[config.mk]
export PLATFORM = sky130hd
export DESIGN_NAME = vec_target_gen
export DESIGN_NICKNAME = d
export VERILOG_FILES = /design/src/rtl/vtg_pkg.sv /design/src/rtl/vtg_vec_addr.sv /design/src/rtl/vtg_fetch_fsm.sv /design/src/rtl/vtg_assemble.sv /design/src/rtl/vec_target_gen.sv
export SDC_FILE = /design/constraint.sdc
export NUM_CORES = 1
export LEC_CHECK = 0
export BUFFER_PORTS_ARGS = -buffer_cell sky130_fd_sc_hd__buf_2
export CORE_ASPECT_RATIO = 1.2
export CORE_UTILIZATION = 28
export CTS_CLUSTER_DIAMETER = 150
export DETAILED_ROUTE_END_ITERATION = 7
export REMOVE_ABC_BUFFERS = 1
export SYNTH_ARGS = -nofsm -noshare
export SYNTH_HDL_FRONTEND = slang
export SYNTH_SLANG_ARGS = --single-unit
export TNS_END_PERCENT = 1
[constraint.sdc]
create_clock -name clk -period 1.7 [get_ports clk]
set_clock_uncertainty 0.05 [all_clocks]
set_input_delay 0.34 -clock clk [delete_from_list [all_inputs] [get_ports clk]]
set_output_delay 0.34 -clock clk [all_outputs]
set_load 0.02 [all_outputs]
[src/rtl/vtg_pkg.sv]
package vtg_pkg;
  typedef enum logic [2:0] {
    K_RESET = 3'd0,
    K_IRQ   = 3'd1,
    K_BREAK = 3'd2,
    K_TABLE = 3'd3,
    K_PAGE  = 3'd4
  } req_kind_e;

  typedef enum logic [1:0] {
    S_IDLE  = 2'd0,
    S_RD_LO = 2'd1,
    S_RD_HI = 2'd2,
    S_CAP   = 2'd3
  } fetch_state_e;
endpackage

[src/rtl/vtg_vec_addr.sv]
module vtg_vec_addr #(
  parameter int ADDR_W    = 16,
  parameter int IDX_W     = 4,
  parameter int KIND_W    = 3,
  parameter int IRQ_COUNT = 8,
  parameter logic [ADDR_W-1:0] RESET_LOC = 16'hFFFE,
  parameter logic [ADDR_W-1:0] IRQ_TOP   = 16'hFFFA,
  parameter logic [ADDR_W-1:0] TABLE_TOP = 16'hFFDE
) (
  input  logic [KIND_W-1:0] kind,
  input  logic [IDX_W-1:0]  index,
  output logic [ADDR_W-1:0] loc,
  output logic              is_vec,
  output logic              is_page,
  output logic              is_bad
);
  import vtg_pkg::*;

  localparam int PAD_W = ADDR_W - IDX_W - 1;

  logic [ADDR_W-1:0] idx_x2;
  logic              irq_known;

  assign idx_x2    = {{PAD_W{1'b0}}, index, 1'b0};
  assign irq_known = (32'(index) < IRQ_COUNT);

  always_comb begin
    loc     = RESET_LOC;
    is_vec  = 1'b0;
    is_page = 1'b0;
    is_bad  = 1'b0;
    case (req_kind_e'(kind))
      K_RESET: begin
        loc    = RESET_LOC;
        is_vec = 1'b1;
      end
      K_IRQ: begin
        loc    = IRQ_TOP - idx_x2;
        is_vec = irq_known;
        is_bad = !irq_known;
      end
      K_BREAK: begin
        loc    = TABLE_TOP;
        is_vec = 1'b1;
      end
      K_TABLE: begin
        loc    = TABLE_TOP - idx_x2;
        is_vec = 1'b1;
      end
      K_PAGE: begin
        is_page = 1'b1;
      end
      default: begin
        is_bad = 1'b1;
      end
    endcase
  end
endmodule

[src/rtl/vtg_fetch_fsm.sv]
module vtg_fetch_fsm #(
  parameter int ADDR_W = 16
) (
  input  logic              clk,
  input  logic              rst_n,
  input  logic              start_vec,
  input  logic [ADDR_W-1:0] base_loc,
  output logic              busy,
  output logic              mem_rd,
  output logic [ADDR_W-1:0] mem_addr,
  output logic              cap_lo,
  output logic              cap_hi
);
  import vtg_pkg::*;

  fetch_state_e      state_q, state_d;
  logic [ADDR_W-1:0] addr_q, addr_d;
  logic              addr_en;

  always_comb begin
    state_d = state_q;
    addr_d  = addr_q;
    addr_en = 1'b0;
    case (state_q)
      S_IDLE: begin
        if (start_vec) begin
          state_d = S_RD_LO;
          addr_d  = base_loc;
          addr_en = 1'b1;
        end
      end
      S_RD_LO: begin
        state_d = S_RD_HI;
        addr_d  = addr_q + {{(ADDR_W-1){1'b0}}, 1'b1};
        addr_en = 1'b1;
      end
      S_RD_HI: state_d = S_CAP;
      S_CAP:   state_d = S_IDLE;
      default: state_d = S_IDLE;
    endcase
  end

  always_ff @(posedge clk or negedge rst_n) begin
    if (!rst_n) begin
      state_q <= S_IDLE;
      addr_q  <= '0;
    end else begin
      state_q <= state_d;
      if (addr_en) addr_q <= addr_d;
    end
  end

  assign busy     = (state_q != S_IDLE);
  assign mem_rd   = (state_q == S_RD_LO) || (state_q == S_RD_HI);
  assign mem_addr = addr_q;
  assign cap_lo   = (state_q == S_RD_HI);
  assign cap_hi   = (state_q == S_CAP);
endmodule

[src/rtl/vtg_assemble.sv]
module vtg_assemble #(
  parameter int DATA_W = 8,
  parameter logic [DATA_W-1:0] PAGE_HI = 8'hFF
) (
  input  logic                clk,
  input  logic                rst_n,
  input  logic                cap_lo,
  input  logic                cap_hi,
  input  logic                page_load,
  input  logic                bad_load,
  input  logic [DATA_W-1:0]   operand,
  input  logic [DATA_W-1:0]   rdata,
  output logic [2*DATA_W-1:0] tgt_addr,
  output logic                tgt_valid,
  output logic                reject
);
  localparam int ADDR_W = 2 * DATA_W;

  logic [DATA_W-1:0] lo_q;
  logic [ADDR_W-1:0] tgt_q, tgt_d;
  logic              tgt_en;
  logic              valid_q, valid_d;
  logic              rej_q, rej_d;

  always_comb begin
    tgt_d   = tgt_q;
    tgt_en  = 1'b0;
    valid_d = cap_hi | page_load;
    rej_d   = bad_load;
    if (cap_hi) begin
      tgt_d  = {rdata, lo_q};
      tgt_en = 1'b1;
    end else if (page_load) begin
      tgt_d  = {PAGE_HI, operand};
      tgt_en = 1'b1;
    end
  end

  always_ff @(posedge clk or negedge rst_n) begin
    if (!rst_n) begin
      lo_q    <= '0;
      tgt_q   <= '0;
      valid_q <= 1'b0;
      rej_q   <= 1'b0;
    end else begin
      if (cap_lo) lo_q <= rdata;
      if (tgt_en) tgt_q <= tgt_d;
      valid_q <= valid_d;
      rej_q   <= rej_d;
    end
  end

  assign tgt_addr  = tgt_q;
  assign tgt_valid = valid_q;
  assign reject    = rej_q;
endmodule

[src/rtl/vec_target_gen.sv]
module vec_target_gen #(
  parameter int DATA_W    = 8,
  parameter int IDX_W     = 4,
  parameter int KIND_W    = 3,
  parameter int IRQ_COUNT = 8
) (
  input  logic                clk,
  input  logic                rst_n,
  input  logic                req_valid,
  input  logic [KIND_W-1:0]   req_kind,
  input  logic [IDX_W-1:0]    req_index,
  input  logic [DATA_W-1:0]   req_operand,
  output logic                busy,
  output logic                mem_rd,
  output logic [2*DATA_W-1:0] mem_addr,
  input  logic [DATA_W-1:0]   mem_rdata,
  output logic                tgt_valid,
  output logic [2*DATA_W-1:0] tgt_addr,
  output logic                req_reject
);
  localparam int ADDR_W = 2 * DATA_W;

  logic              rst_meta_n, rst_sync_n;
  logic [ADDR_W-1:0] loc;
  logic              is_vec, is_page, is_bad;
  logic              accept;
  logic              cap_lo, cap_hi;

  always_ff @(posedge clk or negedge rst_n) begin
    if (!rst_n) begin
      rst_meta_n <= 1'b0;
      rst_sync_n <= 1'b0;
    end else begin
      rst_meta_n <= 1'b1;
      rst_sync_n <= rst_meta_n;
    end
  end

  vtg_vec_addr #(
    .ADDR_W(ADDR_W), .IDX_W(IDX_W), .KIND_W(KIND_W), .IRQ_COUNT(IRQ_COUNT)
  ) u_loc (
    .kind(req_kind), .index(req_index), .loc(loc),
    .is_vec(is_vec), .is_page(is_page), .is_bad(is_bad)
  );

  assign accept = req_valid && !busy;

  vtg_fetch_fsm #(.ADDR_W(ADDR_W)) u_fsm (
    .clk(clk), .rst_n(rst_sync_n), .start_vec(accept && is_vec),
    .base_loc(loc), .busy(busy), .mem_rd(mem_rd), .mem_addr(mem_addr),
    .cap_lo(cap_lo), .cap_hi(cap_hi)
  );

  vtg_assemble #(.DATA_W(DATA_W)) u_asm (
    .clk(clk), .rst_n(rst_sync_n), .cap_lo(cap_lo), .cap_hi(cap_hi),
    .page_load(accept && is_page), .bad_load(accept && is_bad),
    .operand(req_operand), .rdata(mem_rdata),
    .tgt_addr(tgt_addr), .tgt_valid(tgt_valid), .reject(req_reject)
  );
endmodule

Word level (Yosys, flattened, before mapping)
Index checks and enable logic that the tools add are counted.
{ "op_classes": {"n_addsub": 3, "bitwise": 1, "n_reduce_logical": 16, "mux": 14, "n_lt_le_gt_ge": 1, "eq_ne": 8} }
{ "op_table": {"columns": ["cell", "n"], "rows": [
  ["$mux 16", 3],
  ["$pmux 16 s3", 1],
  ["$pmux 16 s2", 1],
  ["$add 16x1->16 const B", 1],
  ["$pmux 2 s4", 1],
  ["$sub 7x6->8 const A", 1],
  ["$sub 4x6->7 const A", 1],
  ["$eq 3x2->1 const B", 2],
  ["$pmux 1 s2", 3],
  ["$reduce_bool 2->1", 3],
  ["$eq 2x2->1 const B", 2],
  ["$logic_and 1x1->1", 4],
  ["$lt 4x4->1 const B", 1],
  ["$mux 1", 4],
  ["$reduce_or 4->1", 1],
  ["$eq 3x1->1 const B", 1],
  ["$eq 3x3->1 const B", 1],
  ["$logic_not 3->1", 1],
  ["$reduce_and 3->1", 1],
  ["$reduce_or 3->1", 1],
  ["$eq 2x1->1 const B", 1],
  ["$logic_not 1->1", 2],
  ["$logic_not 2->1", 1],
  ["$mux 2", 1],
  ["other kinds (4)", 4]
]} }
{ "word_totals": {"out_inout_bits": 36, "elab_cells": 51, "in_bits": 26, "reg_bits": 46} }

Depth between registers and ports, before layout
{ "logic_depth": {"word_depth": 7, "mapped_depth": 8, "mapped_depth_nobuf": 6} }

Modules after synthesis
From an unflattened synthesis, not the netlist that was laid out.
{ "unflattened": {"hier_cells": 270, "area_unflattened_um2": 2563.7} }
{ "modules_own_cells": {"columns": ["mod", "n_inst", "area_per_inst_um2", "cells_per_inst", "seq_area_each_um2"], "rows": [
  ["vtg_fetch_fsm", 1, 1232.4, 144, 450.4],
  ["vtg_assemble", 1, 1047.3, 89, 650.6],
  ["vtg_vec_addr", 1, 203.9, 31, 0.0],
  ["vec_target_gen", 1, 80.1, 6, 50.0]
]} }

Worst setup path before layout
OpenSTA, ideal clock, no wires.
{ "synth_path": {"kind": "reg-to-reg", "start": "reg u_fsm.state_q[0]", "end": "reg u_fsm.addr_q[12] (netlist: u_fsm.mem_addr[12])", "n_path_buf": 1, "arrival_time_ps": 1695, "period_less_slack_ps": 1816, "setup_ps": 71, "path_stages_with_launch": 8, "setup_slack_ps": -116, "required_time_ps": 1579, "cell_sequence": "dfrtp_1 > inv_1 > ha_1 > buf_6 > inv_1 > a22oi_4 > or4_1 > nand3_1"} }
{ "synth_between": {"elab_chain_len": 7, "word_cells_on_any_way": 12, "classes_between": "eq/ne (2); mux (3); reduce/logical (7)"} }
{ "synth_lines": {"columns": ["element", "line", "source"], "rows": [
  ["start: declaration", "vtg_fetch_fsm.sv:16", "fetch_state_e state_q, state_d;"],
  ["start signal: assignment", "vtg_fetch_fsm.sv:48", "state_q <= state_d;"],
  ["$reduce_bool 2->1 *", "vtg_fetch_fsm.sv:53", "assign busy = (state_q != S_IDLE);"],
  ["named net busy", "vec_target_gen.sv:13", "output logic busy,"],
  ["$logic_not 1->1 *", "vec_target_gen.sv:46", "assign accept = req_valid && !busy;"],
  ["$logic_and 1x1->1 *", "vec_target_gen.sv:46", null],
  ["$logic_and 1x1->1 *", "vec_target_gen.sv:49", ".clk(clk), .rst_n(rst_sync_n), .start_vec(accept && is_vec),"],
  ["$mux 1", "vtg_fetch_fsm.sv:26", "if (start_vec) begin"],
  ["$pmux 1 s2", "vtg_fetch_fsm.sv:24", "case (state_q)"],
  ["$reduce_and 3->1 (no source line) *", null, null],
  ["end signal: assignment", "vtg_fetch_fsm.sv:49", "if (addr_en) addr_q <= addr_d;"],
  ["end: declaration", "vtg_fetch_fsm.sv:17", "logic [ADDR_W-1:0] addr_q, addr_d;"]
]} }
Mark *: on every way through the listed nets, which the timed path passes. The rest lies on a longest branch.
A chain may end at the register's enable or synchronous reset.

Worst setup path after layout
{ "layout_path": {"start": "reg u_fsm.state_q[1]", "end": "reg u_fsm.addr_q[12] (netlist: u_fsm.mem_addr[12])"} }
{ "layout_between": {"elab_chain_len": 7, "word_cells_on_any_way": 12, "classes_between": "eq/ne (2); mux (3); reduce/logical (7)"} }
{ "layout_lines": {"columns": ["element", "line"], "rows": [
  ["$reduce_bool 2->1", "vtg_fetch_fsm.sv:53"],
  ["$logic_not 1->1", "vec_target_gen.sv:46"],
  ["$logic_and 1x1->1", "vec_target_gen.sv:46"],
  ["$logic_and 1x1->1", "vec_target_gen.sv:49"],
  ["$mux 1", "vtg_fetch_fsm.sv:26"],
  ["$pmux 1 s2", "vtg_fetch_fsm.sv:24"],
  ["$reduce_and 3->1 (no source line)", null]
]} }
Several ways; a longest one is shown, not always the timed one.

==> out/metrics.cfg <==
[drt]
drc = 0
dr.first_iter.drc_count = 77
wirelength_mm = 6.04
drt_pass1_iterations = 6
drtAntennaViolNets = 0
avgViaCountPerCell = 4.85
num_vias = 2104
post_drt_wl_per_cell_um = 13.9

[global_route]
track_usage_pct = 14.3
grt_pass1_vias = 2087
grt_overflow = 0
grt_max_degree = 34
antenna_found_initial = 0
grt_pass1_wl_mm = 9.92

[sta]
min_period_ns = 1.70
hold_ws_ns = 0.194
worst_slew_pin_slew_ns = 0.518
fin_crit_sh_pct = 99.8
slew_viol_final = 0
setup_tns_ns = 0
rsz0062_at_grt = yes
finalSetupViolations = 0
hold_viol_final = 0
slew_headroom_pct = 65.5
fmax_mhz = 589

[worst_setup_path]
r2r_cells = 6
start_kind = flop
endpoint_kind = flop
critPathMaxFanout = 5
crit_type = reg -> reg
arrival_ns = 1.89
required_ns = 1.89

[cells_and_area]
synthToLayoutAreaGrowth_pct = 33.6
fin_util_pct = 39.0
fillers = 841
multi_input_area_um2 = 1210
antenna_cells = 0
regArea_um2 = 1150
drive_gt1_share_pct = 39.7
fin_nets = 352
final_area_um2 = 3200
final_cells = 434

[yosys]
synth_area_leader_cell = dfrtp_1
ys.flop_type = dfrtp_1
synthTopCellsByArea = dfrtp_1 48%, o21ai_0 5.6%, mux2_2 4.2%
synth_cell_types = 46
synth.yosys.seq_area_share_pct = 48.1
synth_top_area_share_pct = 48.1
syn-cell-area_um2 = 2390
synth-edff-count = 0
synthCells = 230
synth.most_common_cell = dfrtp_1
synth_common_cells = 46 x dfrtp_1, 27 x o21ai_0, 21 x nand2_1
synthArstFlopShare_pct = 100
synth-warning-count = 0
ys_seq_elements = 46
syn-mean-instance-area_um2 = 10.4

[job]
drv_cap = 0

[place]
place_inst = 423
portBuffers = 61
gp_congestion = 0.814
dpl_cell_area_um2 = 3000
dp_hpwl_mm = 4.54

[cts]
cts_tree = yes
cts.htree.levels = 2
clockRootBuffer = clkbuf_8
clock_latency_ns = 0.30
clock-sinks = 46
clock_path_buffers = 2
cts_made_buffers = 5
clk_pin_slew_ns = 0.09

[pwr]
p_leak_nw = 1.46
ir_drop_mv = 0.653
cellPowerDensity_nw_per_um2 = 1890

[floorplan]
placementRows = 36
initial_core_util_pct = 29.2
die_h_um = 103
die_area_um2 = 8930
die_w_um = 86.4
pin_count = 62
coreArea_um2 = 8200

[run_status]
status = finished, final reports clean

[worst_hold_path]
hp-class = reg -> async

[flip-flops by register name, summed over array words and instances, names as in the netlist]
signal,flops
u_fsm.mem_addr,16
u_asm.lo_q,8
u_asm.tgt_addr,16
rst_meta_n,1
u_fsm.state_q,2
u_asm.reject,1
rst_sync_n,1
u_asm.tgt_valid,1
[cell usage in the layout, fill, tap and decap left out, types with 2 or more instances in the layout]
master    count
and4_1        5
mux2_2        9
nand2_1      21
o221a_2       4
xnor2_1       2
nand4_1       4
nand3_1       9
nor2_1       15
inv_1         2
dfrtp_1      45
nand2b_1      3
ha_1          5
mux2i_1      10
inv_2         3
o21ai_0      21
a21oi_1       5
a31oi_1       7
buf_2        61
buf_6         3
clkbuf_8      5
and2_1        6
o21ai_1       7
and3_1        5
nor3_1        4
nand3b_1      2
a311oi_1      2
buf_4        26
ha_4          2
[metrics by stage]
| step | setup WS, ns | power (mW) |
|---|---|---|
| finish | 0.00335 | 6.06 |
| global route | -0.0531 | 6.55 |
| CTS | 0.0212 | 6.03 |
| detailed placement | -0.0668 | 5.08 |
| global placement | -0.0341 | 5.02 |
| floorplan | -0.155 | 3.85 |
[repair_timing]
action                                  in CTS  in global routing
resized for setup                            9                 12
pin swaps                                    1                  2
endpoints found under the setup margin      19                 22
setup buffers                                1                  1
hold endpoints to repair                     2                  0
hold buffers                                 1                  0
[where the power goes]
part	total, mW	leakage, nW	switching, mW	internal (mW)
combinational	3.26	0.877	1.83	1.43
sequential	1.97	0.527	0.368	1.60
clock	0.829	0.0514	0.390	0.439
total	6.06	1.46	2.59	3.47
[worst max-delay path, stage by stage (launching register included)]
cell and delay, ns:
dfrtp_1 0.40, inv_2 0.09, ha_4 0.16, and3b_2 0.24, a22oi_4 0.08, or4_1 0.52, nand3_1 0.10
[area by class of cell]
cell class,instances,area share [%]
Timing Repair Buffer,92,17.6
Inverter,5,0.586
Sequential cell,46,36.0
Clock inverter,2,1.17
Clock buffer,6,2.27
Multi-Input combinational cell,169,37.9
Tap cell,114,4.46
[path summary, 6_finish.rpt]
kind	slack, ns	end	start
setup / recovery	0.003	u_fsm.mem_addr[12]	u_fsm.state_q[1]
hold / removal	0.19	u_asm.lo_q[6]	rst_sync_n
setup reg to reg	0.003	u_fsm.mem_addr[12]	u_fsm.state_q[1]
hold reg to reg	0.19	u_asm.lo_q[6]	rst_sync_n
max in group asynchronous	0.82	u_fsm.mem_addr[11]	rst_sync_n
min in group clk	0.20	u_asm.tgt_addr[14]	mem_rdata[6]
[metal layers]
metal | track usage [%] | routed length [um] | vias up
li1 | - | - | 1024
met1 | 16.6 | 2610 | 1020
met2 | 26.7 | 3080 | 54
met3 | 3.17 | 284 | 6
met4 | 3.85 | 63 | 0
met5 | 0 | 0 | -
[kinds of logic after synthesis]
family	Yosys count	synth area share (%)
and+or+nand+nor	85	19.7
AOI/OAI and AO/OA	55	15.7
DFF	46	48.1
muxes	19	8.41
buffers and inverters	15	3.55
adders and majority gates	7	3.66
xor gates and xnor gates	2	0.732
other	1	0.157
No activity file was read; power rests on OpenSTA's default activity.
